$ cat src/rtl/pkt_fr_pkg.sv
package pkt_fr_pkg;

  localparam int          MIN_BLOCK  = 4;        // lengths up to this are ignored
  localparam logic [15:0] CRC_PRESET = 16'hFFFF;
  localparam logic [15:0] CRC_POLY   = 16'h1021;
  localparam logic [3:0]  TAG_MARK   = 4'hF;
  localparam logic [1:0]  ORD_FIRST  = 2'd1;
  localparam logic [1:0]  ORD_INNER  = 2'd2;
  localparam logic [1:0]  ORD_LAST   = 2'd3;

  typedef enum logic [2:0] {
    ST_IDLE,
    ST_TAG,
    ST_PAY,
    ST_CRC_HI,
    ST_CRC_LO
  } fr_state_t;

  // One byte of CRC16, bit-serial, MSB of the data first.
  function automatic logic [15:0] crc16_step(input logic [15:0] c, input logic [7:0] d);
    logic [15:0] r;
    r = c;
    for (int i = 7; i >= 0; i--) begin
      if (r[15] ^ d[i]) r = {r[14:0], 1'b0} ^ CRC_POLY;
      else              r = {r[14:0], 1'b0};
    end
    return r;
  endfunction

endpackage

$ cat src/rtl/pkt_size_dec.sv
module pkt_size_dec #(
  parameter int MIN_LOG = 8,
  parameter int MAX_LOG = 13,
  parameter int SEL_W   = 3,
  parameter int CNT_W   = MAX_LOG + 1
) (
  input  logic [SEL_W-1:0] sel,
  output logic [CNT_W-1:0] size
);
  localparam int SPAN = MAX_LOG - MIN_LOG;

  // out-of-range selections clamp to the largest size
  always_comb begin
    if (int'(sel) > SPAN) size = CNT_W'(1) << MAX_LOG;
    else                  size = CNT_W'(1) << (MIN_LOG + int'(sel));
  end
endmodule

$ cat src/rtl/fr_tx.sv
module fr_tx
  import pkt_fr_pkg::*;
#(
  parameter int LEN_W = 24,
  parameter int CNT_W = 14
) (
  input  logic             clk,
  input  logic             rst_n,
  input  logic             start,
  input  logic [LEN_W-1:0] len,
  input  logic             crc_en,
  input  logic [CNT_W-1:0] psize,
  input  logic [7:0]       s_data,
  input  logic             s_valid,
  output logic             s_ready,
  output logic [7:0]       m_data,
  output logic             m_valid,
  input  logic             m_ready,
  output logic             busy,
  output logic             tag_phase
);
  fr_state_t        st;
  logic [LEN_W-1:0] rem;
  logic [CNT_W-1:0] cnt, psize_q, chunk;
  logic             first, crc_on, last_pkt, hs;
  logic [15:0]      crc;
  logic [1:0]       order;
  fr_state_t        after_pkt;

  always_comb begin
    last_pkt  = rem <= LEN_W'(psize_q);
    chunk     = last_pkt ? CNT_W'(rem) : psize_q;
    order     = last_pkt ? ORD_LAST : (first ? ORD_FIRST : ORD_INNER);
    after_pkt = (rem == '0) ? ST_IDLE : ST_TAG;
    m_valid   = 1'b0;
    m_data    = 8'h00;
    s_ready   = 1'b0;
    case (st)
      ST_TAG:    begin m_valid = 1'b1; m_data = {TAG_MARK, 2'b00, order}; end
      ST_PAY:    begin m_valid = s_valid; m_data = s_data; s_ready = m_ready; end
      ST_CRC_HI: begin m_valid = 1'b1; m_data = crc[15:8]; end
      ST_CRC_LO: begin m_valid = 1'b1; m_data = crc[7:0]; end
      default:   ;
    endcase
    hs        = m_valid & m_ready;
    busy      = st != ST_IDLE;
    tag_phase = st == ST_TAG;
  end

  always_ff @(posedge clk) begin
    if (!rst_n) begin
      st      <= ST_IDLE;
      rem     <= '0;
      cnt     <= '0;
      psize_q <= '0;
      first   <= 1'b0;
      crc_on  <= 1'b0;
      crc     <= CRC_PRESET;
    end else begin
      case (st)
        ST_IDLE: if (start && len > LEN_W'(MIN_BLOCK)) begin
          rem     <= len;
          first   <= 1'b1;
          crc_on  <= crc_en;
          psize_q <= psize;
          st      <= ST_TAG;
        end
        ST_TAG: if (m_ready) begin
          cnt   <= chunk;
          rem   <= rem - LEN_W'(chunk);
          first <= 1'b0;
          crc   <= CRC_PRESET;
          st    <= ST_PAY;
        end
        ST_PAY: if (hs) begin
          crc <= crc16_step(crc, s_data);
          cnt <= cnt - CNT_W'(1);
          if (cnt == CNT_W'(1)) st <= crc_on ? ST_CRC_HI : after_pkt;
        end
        ST_CRC_HI: if (m_ready) st <= ST_CRC_LO;
        ST_CRC_LO: if (m_ready) st <= after_pkt;
        default: st <= ST_IDLE;
      endcase
    end
  end
endmodule

$ cat src/rtl/fr_rx.sv
module fr_rx
  import pkt_fr_pkg::*;
#(
  parameter int LEN_W = 24,
  parameter int CNT_W = 14
) (
  input  logic             clk,
  input  logic             rst_n,
  input  logic             start,
  input  logic [LEN_W-1:0] len,
  input  logic             crc_en,
  input  logic [CNT_W-1:0] psize,
  input  logic [7:0]       r_data,
  input  logic             r_valid,
  output logic [7:0]       o_data,
  output logic             o_valid,
  output logic             busy,
  output logic             err,
  output logic             done,
  output logic             crc_bad
);
  fr_state_t        st;
  logic [LEN_W-1:0] rem;
  logic [CNT_W-1:0] cnt, psize_q, chunk;
  logic             crc_on, is_tag;
  logic [15:0]      crc;
  logic [7:0]       hi_q;

  always_comb begin
    chunk   = (rem <= LEN_W'(psize_q)) ? CNT_W'(rem) : psize_q;
    is_tag  = r_valid && (r_data[7:4] == TAG_MARK);
    o_valid = (st == ST_PAY) && r_valid;
    o_data  = r_data;
    crc_bad = (st == ST_CRC_LO) && r_valid && ({hi_q, r_data} != crc);
    busy    = st != ST_IDLE;
  end

  always_ff @(posedge clk) begin
    if (!rst_n) begin
      st      <= ST_IDLE;
      rem     <= '0;
      cnt     <= '0;
      psize_q <= '0;
      crc_on  <= 1'b0;
      crc     <= CRC_PRESET;
      hi_q    <= 8'h00;
      err     <= 1'b0;
      done    <= 1'b0;
    end else begin
      done <= 1'b0;
      case (st)
        ST_IDLE: if (start && len > LEN_W'(MIN_BLOCK)) begin
          rem     <= len;
          crc_on  <= crc_en;
          psize_q <= psize;
          err     <= 1'b0;
          st      <= ST_TAG;
        end
        ST_TAG: if (is_tag) begin
          cnt <= chunk;
          rem <= rem - LEN_W'(chunk);
          crc <= CRC_PRESET;
          st  <= ST_PAY;
        end
        ST_PAY: if (r_valid) begin
          crc <= crc16_step(crc, r_data);
          cnt <= cnt - CNT_W'(1);
          if (cnt == CNT_W'(1)) begin
            if (crc_on)         st <= ST_CRC_HI;
            else if (rem == '0) begin st <= ST_IDLE; done <= 1'b1; end
            else                st <= ST_TAG;
          end
        end
        ST_CRC_HI: if (r_valid) begin
          hi_q <= r_data;
          st   <= ST_CRC_LO;
        end
        ST_CRC_LO: if (r_valid) begin
          if (crc_bad) begin
            err <= 1'b1;
            st  <= ST_IDLE;
          end else if (rem == '0) begin
            st   <= ST_IDLE;
            done <= 1'b1;
          end else begin
            st <= ST_TAG;
          end
        end
        default: st <= ST_IDLE;
      endcase
    end
  end
endmodule

$ cat src/rtl/pkt_framer.sv
module pkt_framer #(
  parameter int MIN_LOG = 8,
  parameter int MAX_LOG = 13,
  parameter int SEL_W   = 3,
  parameter int LEN_W   = 24
) (
  input  logic             clk,
  input  logic             rst_n,
  input  logic [SEL_W-1:0] pkt_sel,
  input  logic             crc_en,
  input  logic             tx_start,
  input  logic [LEN_W-1:0] tx_len,
  input  logic [7:0]       pay_data,
  input  logic             pay_valid,
  output logic             pay_ready,
  output logic [7:0]       link_data,
  output logic             link_valid,
  input  logic             link_ready,
  output logic             tx_busy,
  input  logic             rx_start,
  input  logic [LEN_W-1:0] rx_len,
  input  logic [7:0]       rx_byte,
  input  logic             rx_byte_valid,
  output logic [7:0]       rx_out_data,
  output logic             rx_out_valid,
  output logic             rx_busy,
  output logic             rx_err,
  output logic             rx_done
);
  localparam int CNT_W = MAX_LOG + 1;

  logic [CNT_W-1:0] pkt_bytes;
  logic             tx_tag_phase;
  logic             rx_crc_bad;

  pkt_size_dec #(.MIN_LOG(MIN_LOG), .MAX_LOG(MAX_LOG), .SEL_W(SEL_W), .CNT_W(CNT_W)) u_size (
    .sel  (pkt_sel),
    .size (pkt_bytes)
  );

  fr_tx #(.LEN_W(LEN_W), .CNT_W(CNT_W)) u_tx (
    .clk       (clk),
    .rst_n     (rst_n),
    .start     (tx_start),
    .len       (tx_len),
    .crc_en    (crc_en),
    .psize     (pkt_bytes),
    .s_data    (pay_data),
    .s_valid   (pay_valid),
    .s_ready   (pay_ready),
    .m_data    (link_data),
    .m_valid   (link_valid),
    .m_ready   (link_ready),
    .busy      (tx_busy),
    .tag_phase (tx_tag_phase)
  );

  fr_rx #(.LEN_W(LEN_W), .CNT_W(CNT_W)) u_rx (
    .clk     (clk),
    .rst_n   (rst_n),
    .start   (rx_start),
    .len     (rx_len),
    .crc_en  (crc_en),
    .psize   (pkt_bytes),
    .r_data  (rx_byte),
    .r_valid (rx_byte_valid),
    .o_data  (rx_out_data),
    .o_valid (rx_out_valid),
    .busy    (rx_busy),
    .err     (rx_err),
    .done    (rx_done),
    .crc_bad (rx_crc_bad)
  );
endmodule

$ cat config.mk
export PLATFORM = sky130hd
export DESIGN_NAME = pkt_framer
export DESIGN_NICKNAME = d
export VERILOG_FILES = /design/src/rtl/pkt_fr_pkg.sv /design/src/rtl/pkt_size_dec.sv /design/src/rtl/fr_tx.sv /design/src/rtl/fr_rx.sv /design/src/rtl/pkt_framer.sv
export SDC_FILE = /design/constraint.sdc
export NUM_CORES = 1
export LEC_CHECK = 0
export BUFFER_PORTS_ARGS = -buffer_cell sky130_fd_sc_hd__buf_2
export CORE_MARGIN = 4
export CORE_UTILIZATION = 52
export DETAILED_ROUTE_END_ITERATION = 10
export GPL_ROUTABILITY_DRIVEN = 0
export MAX_ROUTING_LAYER = met4
export PLACE_DENSITY = 0.73
export SKIP_CTS_REPAIR_TIMING = 1
export SYNTH_ARGS = -nofsm -noshare
export SYNTH_HDL_FRONTEND = slang
export SYNTH_SLANG_ARGS = --single-unit
export TNS_END_PERCENT = 10
$ cat constraint.sdc
create_clock -name clk -period 4.5 [get_ports clk]
set_clock_uncertainty 0.1 [all_clocks]
set_input_delay 0.675 -clock clk [delete_from_list [all_inputs] [get_ports clk]]
set_output_delay 0.675 -clock clk [all_outputs]
set_load 0.05 [all_outputs]
After elaboration in Yosys (flattened, before gate mapping)
Cells that the tools add are included.
Cells by class
  shift-type cells: 1
  bitwise operators: 33
  reduce and logical (&&, ||, !) cells: 28
  $mul: 0
  divide/modulo/power cells: 0
  order comparisons: 5
  muxes and demuxes: 117
  equal/unequal tests: 25
  $add $sub $neg: 5
Operators by type and width (count)
  2-to-1 mux 16 bit: 46
  2-to-1 mux 13 bit: 16
  2-to-1 mux 14 bit: 7
  2-to-1 mux 24 bit: 4
  case mux 24 bit (2 select lines): 2
  case mux 16 bit (2 select lines): 2
  case mux 14 bit (2 select lines): 2
  > comparator 24 x 3 -> 1 bit, second input constant: 2
  less-or-equal comparator 24 x 14 -> 1 bit: 2
  zero test 24 bit: 2
  NOT 3 bit: 16
  subtractor 24 x 14 -> 24 bit: 2
  2-to-1 mux 3 bit: 15
  case mux 8 bit (4 select lines): 1
  << shifter 1 x 32 -> 14 bit, first input constant: 1
  case mux 3 bit (5 select lines): 2
  equality test 14 x 1 -> 1 bit, second input constant: 2
  subtractor 14 x 1 -> 14 bit, second input constant: 2
  inequality test 16 bit: 1
  inequality test 2 bit, second input constant: 8
  bitwise XOR 1 bit: 16
  2-to-1 mux 1 bit: 14
  equality test 3 x 2 -> 1 bit, second input constant: 4
  AND reduction 3 bit: 4
  17 further kinds: 41
Storage, ports and cells
  memory bits (writable): 0
  memories kept: 0
  memory bits (read-only): 0
  latch bits: 0
  bits in registers: 155
  input bits: 75

Depth between registers and ports, before layout
  depth in word-level cells: 41
  depth in mapped cells: 17

Hierarchy
A second synthesis with hierarchy kept.
Second synthesis, totals
  cells, all modules: 1545
  area total of the unflattened synthesis: 11297.1 um^2
By module, submodules not included
  fr_rx: times used 1, cells each 770, area an instance 5636.7 um^2, sequential area each 1641.6 um^2
  fr_tx: times used 1, cells each 760, area an instance 5551.6 um^2, sequential area each 1461.4 um^2
  pkt_size_dec: times used 1, cells each 15, area an instance 108.9 um^2, sequential area each 0.0 um^2

Worst setup path before layout
Ideal clock, no wire load.
  kind: register -> register
  from: reg u_rx.rem[19]
  to: reg u_rx.rem[15]
  path buffers: 1
  data arrival time: 4002 ps
  clock period less this slack: 4224 ps
  setup time: 122 ps
  slack: 276 ps
  cell stages (with the launch flop): 15
  path through: dfxtp_1 or4_1 or3_1 a2111oi_4 a21o_1 buf_4 mux2i_1 ha_1 o21a_1 o21ai_0 a211o_1 a21oi_1 a2111oi_0 mux2i_1 a311o_1
On the way
  word-level cells in the longest chain between the ends: 5
RTL lines
  start, declared: RTL line fr_rx.sv:23  | logic [LEN_W-1:0] rem;
  start signal, assigned: RTL line fr_rx.sv:53  | rem <= len;
  start signal, assigned: RTL line fr_rx.sv:61  | rem <= rem - LEN_W'(chunk);
  less-or-equal comparator 24 x 14 -> 1 bit: RTL line fr_rx.sv:30  | chunk = (rem <= LEN_W'(psize_q)) ? CNT_W'(rem) : psize_q;
  2-to-1 mux 14 bit: RTL line fr_rx.sv:30
  subtractor 24 x 14 -> 24 bit: RTL line fr_rx.sv:61
  2-to-1 mux 24 bit: RTL line fr_rx.sv:59  | ST_TAG: if (is_tag) begin
  case mux 24 bit (2 select lines): RTL line fr_rx.sv:51  | case (st)
Every way passes these cells. The select of a mux whose other input is x is not followed.
A chain may end at the register's enable or synchronous reset.

Worst setup path in the final report
  from: reg u_rx.rem[19]
  to: reg u_rx.rem[21]
On the way
  word-level cells in the longest chain between the ends: 5
RTL lines (RTL line)
  less-or-equal comparator 24 x 14 -> 1 bit: fr_rx.sv:30
  2-to-1 mux 14 bit: fr_rx.sv:30
  subtractor 24 x 14 -> 24 bit *: fr_rx.sv:61
  2-to-1 mux 24 bit *: fr_rx.sv:59
  case mux 24 bit (2 select lines) *: fr_rx.sv:51
Mark *: on every way between the ends. The rest lies on a longest branch, timed or not. The select of a mux whose other input is x is not followed.

==> impl_metrics.ini <==
[clock_tree]
htree_levels = 4
cts.sinks = 139
cts_buffers = 17
cts_tree = yes
cts.clk_slew.worst_paths_ps = 60
clkLatencyLatePin_ps = 430
clk_path_buf_depth = 2
root_buffer = clkbuf_16

[routing]
routed_wirelength_um = 25500
wire_per_inst_um = 17.22
vias = 9212
drtPass1Iterations = 6
drt_iter0_drc = 703
postRouteAntennaNets = 0
drc = 0
avgViaCountPerCell = 6.220

[power_and_ir_drop]
p_int_mw = 2.979
pwr-share-comb_pct = 40.2
p_sw_mw = 2.012
p_leak_nw = 4.030
p_sw_share_pct = 40.31
p_clk_share_pct = 29.7
peakVddDrop_mv = 0.3804
p_per_area_mw_per_mm2 = 482.6
p_seq_share_pct = 30.2

[setup_path]
startpoint_type = register
critPathKind = reg -> reg
r2r_cells = 13
worstPathArrival_ps = 4510
path_buf_inv = 1
critical-path-top-delay-family = simple AND/OR/NAND/NOR gates
rr_endpoint = u_rx.rem[21]
end_kind = register
cpPeakStageDelay_ps = 560
r2r_start = u_rx.rem[19]
path_max_fanout = 16
crit_required_ps = 4710
crit_slowest_cell = or4_1
crit_chain = or4_1 > or3_1 > a2111oi_4 > a21o_2 > buf_6 > mux2i_2 > ha_1 > or2_2 > a21oi_1 > a21oi_1 > or3_1 > o311ai_1 > a211oi_1
reg2reg_slack_ps = 200

[synth]
syn_avg_cell_area_um2 = 7.628
synth_area_leaders = dfxtp_1, nand2_1, o21ai_0
synth_top_area_share_pct = 30.79
ys_ff_latch = 139
synth_seq_area_share_pct = 30.79
synth_edf_count = 0
synth_cells = 1185
synth_top_area_cell = dfxtp_1
yosysUniqueCellTypes = 80
ys_async_sr_fraction_pct = 0
synth_ff_type = dfxtp_1
netlist_area_mm2 = 0.009039
yosysWarnings = 0

[hold_path]
min_to = u_tx.psize_q[12]
hp-start = u_tx.psize_q[12]
hp-class = reg -> reg
worstHoldPathCells = 2

[outcome]
status = finished, final reports clean

[finish]
n_fill_cell = 1521
area_growth_pct = 14.40
drive_gt1_share_pct = 15.23
nets = 1353
final_common_cell = dfxtp_1
antennaDiodeCount = 0
layout_common_cells = dfxtp_1, nand2_1, nor2_1

[timing]
max_slew_margin_pct = 28.10
whs_ps = 357.3
tightest_slew_ps = 1079
drv_slew = 0
setup_violations = 0
finalSetupTns_ps = 0
fin_crit_sh_pct = 95.65
hold_viol_final = 0
clock.fmax_mhz = 232.3
fin_crit_ps = 4304
rsz0062_at_grt = no

[place]
dp_hpwl_um = 17660
port_buffers = 97

[die]
die_y_um = 139.8
coreArea_mm2 = 0.01682
ios = 98
die_w_um = 139.8
initial_utilization_pct = 53.74
die-area_mm2 = 0.01956
core.rowCount = 47

[run]
maxCapViolCount = 0

[global_routing]
grt_pass1_wl_um = 42260
met3_usage_pct = 5.283
grt_pass1_vias = 8483
antenna_found_initial = 0
use_met2_pct = 40.31
grtUsageMet1_pct = 35.80
grt_start_max_net_pins = 91
grt-ovfl-total = 0
grt_usage_pct = 26.38
gr-max-usage-layer = met2
## through the flow
| step | instances | setup WS (ps) | instance area [um^2] | power [mW] | utilization [%] |
|---|---|---|---|---|---|
| 2_1_floorplan | 1186 | 276.4 | 9042 | 2.971 | - |
| 3_3_place_gp | 1449 | 207.5 | 9677 | 3.443 | 57.54 |
| 3_5_place_dp | 1449 | 69.77 | 9677 | 3.462 | 57.54 |
| 4_1_cts | 1481 | 67.31 | 10290 | 4.950 | 61.18 |
| 5_1_grt | 1481 | 0.9877 | 10340 | 5.275 | 61.48 |
| 6_report | 1481 | 195.7 | 10340 | 4.990 | 61.48 |
## power groups by stage
stage / registers [mW] / logic, mW / clock network (mW)
floorplan: 1.45 / 1.52 / 0
global placement: 1.52 / 1.92 / 0
detailed placement: 1.53 / 1.94 / 0
CTS: 1.50 / 1.96 / 1.50
global route: 1.52 / 2.20 / 1.55
finish: 1.51 / 2.00 / 1.48
## worst max-delay path by stage
| stage | startpoint | end | slack, ps | cells after the start |
|---|---|---|---|---|
| 5_1_grt | u_rx.rem[19] | u_rx.rem[21] | 1 | 13 |
| 4_1_cts | u_rx.rem[19] | u_rx.rem[21] | 70 | 13 |
| 3_3_place_gp | u_rx.rem[19] | u_rx.rem[21] | 210 | 13 |
| 6_report | u_rx.rem[19] | u_rx.rem[21] | 200 | 13 |
| 2_1_floorplan | u_rx.rem[19] | u_rx.rem[15] | 280 | 14 |
| 3_5_place_dp | u_rx.rem[19] | u_rx.rem[21] | 70 | 13 |
## tightest hold or removal path, cell delays in order, from the launching register on
cell and delay (ps):
dfxtp_1 310, nand2_1 50, a21oi_1 50
## flip-flops by register name, summed over array words and instances, names as in the netlist
register / count
u_rx.crc_on: 1
u_rx.rem: 24
u_rx.cnt: 14
u_tx.cnt: 14
u_tx.rem: 24
u_rx.st: 3
u_rx.psize_q: 6
u_tx.crc_on: 1
u_tx.crc: 16
u_tx.st: 3
u_tx.psize_q: 6
u_rx.err: 1
u_tx.first: 1
u_rx.done: 1
u_rx.crc: 16
u_rx.hi_q: 8
## cells in the mapped netlist (all sizes together), types with 7 or more instances
cell type,count
a211oi,9
a21o,13
a21oi,85
a22oi,11
a311oi,14
a31oi,22
and2,13
buf,17
clkbuf,66
dfxtp,139
ha,30
inv,37
mux2i,21
nand2,133
nand2b,8
nand3,28
nand4,14
nor2,102
nor2b,10
nor3,53
nor3b,7
nor4,30
o211ai,11
o21a,11
o21ai,90
o22ai,18
or3,10
or4,9
xnor2,33
xor2,36
## cells by family (layout without fill, tap and decap cells)
group	Yosys count	count (layout)	share of synthesized area (%)
simple gates	447	447	24.56
compound gates	354	354	25.53
flops	139	139	30.79
buf+inv	121	196	5.551
xor+xnor	69	69	6.686
fa+ha+maj	30	30	4.153
mux	24	24	2.699
other cells	1	2	0.04149
## metal layers
metal,wire [um],vias up
met5,0,-
met4,504,0
met3,1875,52
met2,11500,365
met1,11620,4319
li1,-,4476
## area by class of cell
class	instances	area (um^2)	share of cell area, %
clock buffer	17	425.4	4.114
inverter	38	142.6	1.379
timing repair buffer	126	706.9	6.837
sequential	139	2783	26.91
tap	220	275.3	2.662
clock inverter	15	187.7	1.815
multi-input combinational	926	5819	56.28
No activity file was read; power rests on OpenSTA's default activity.
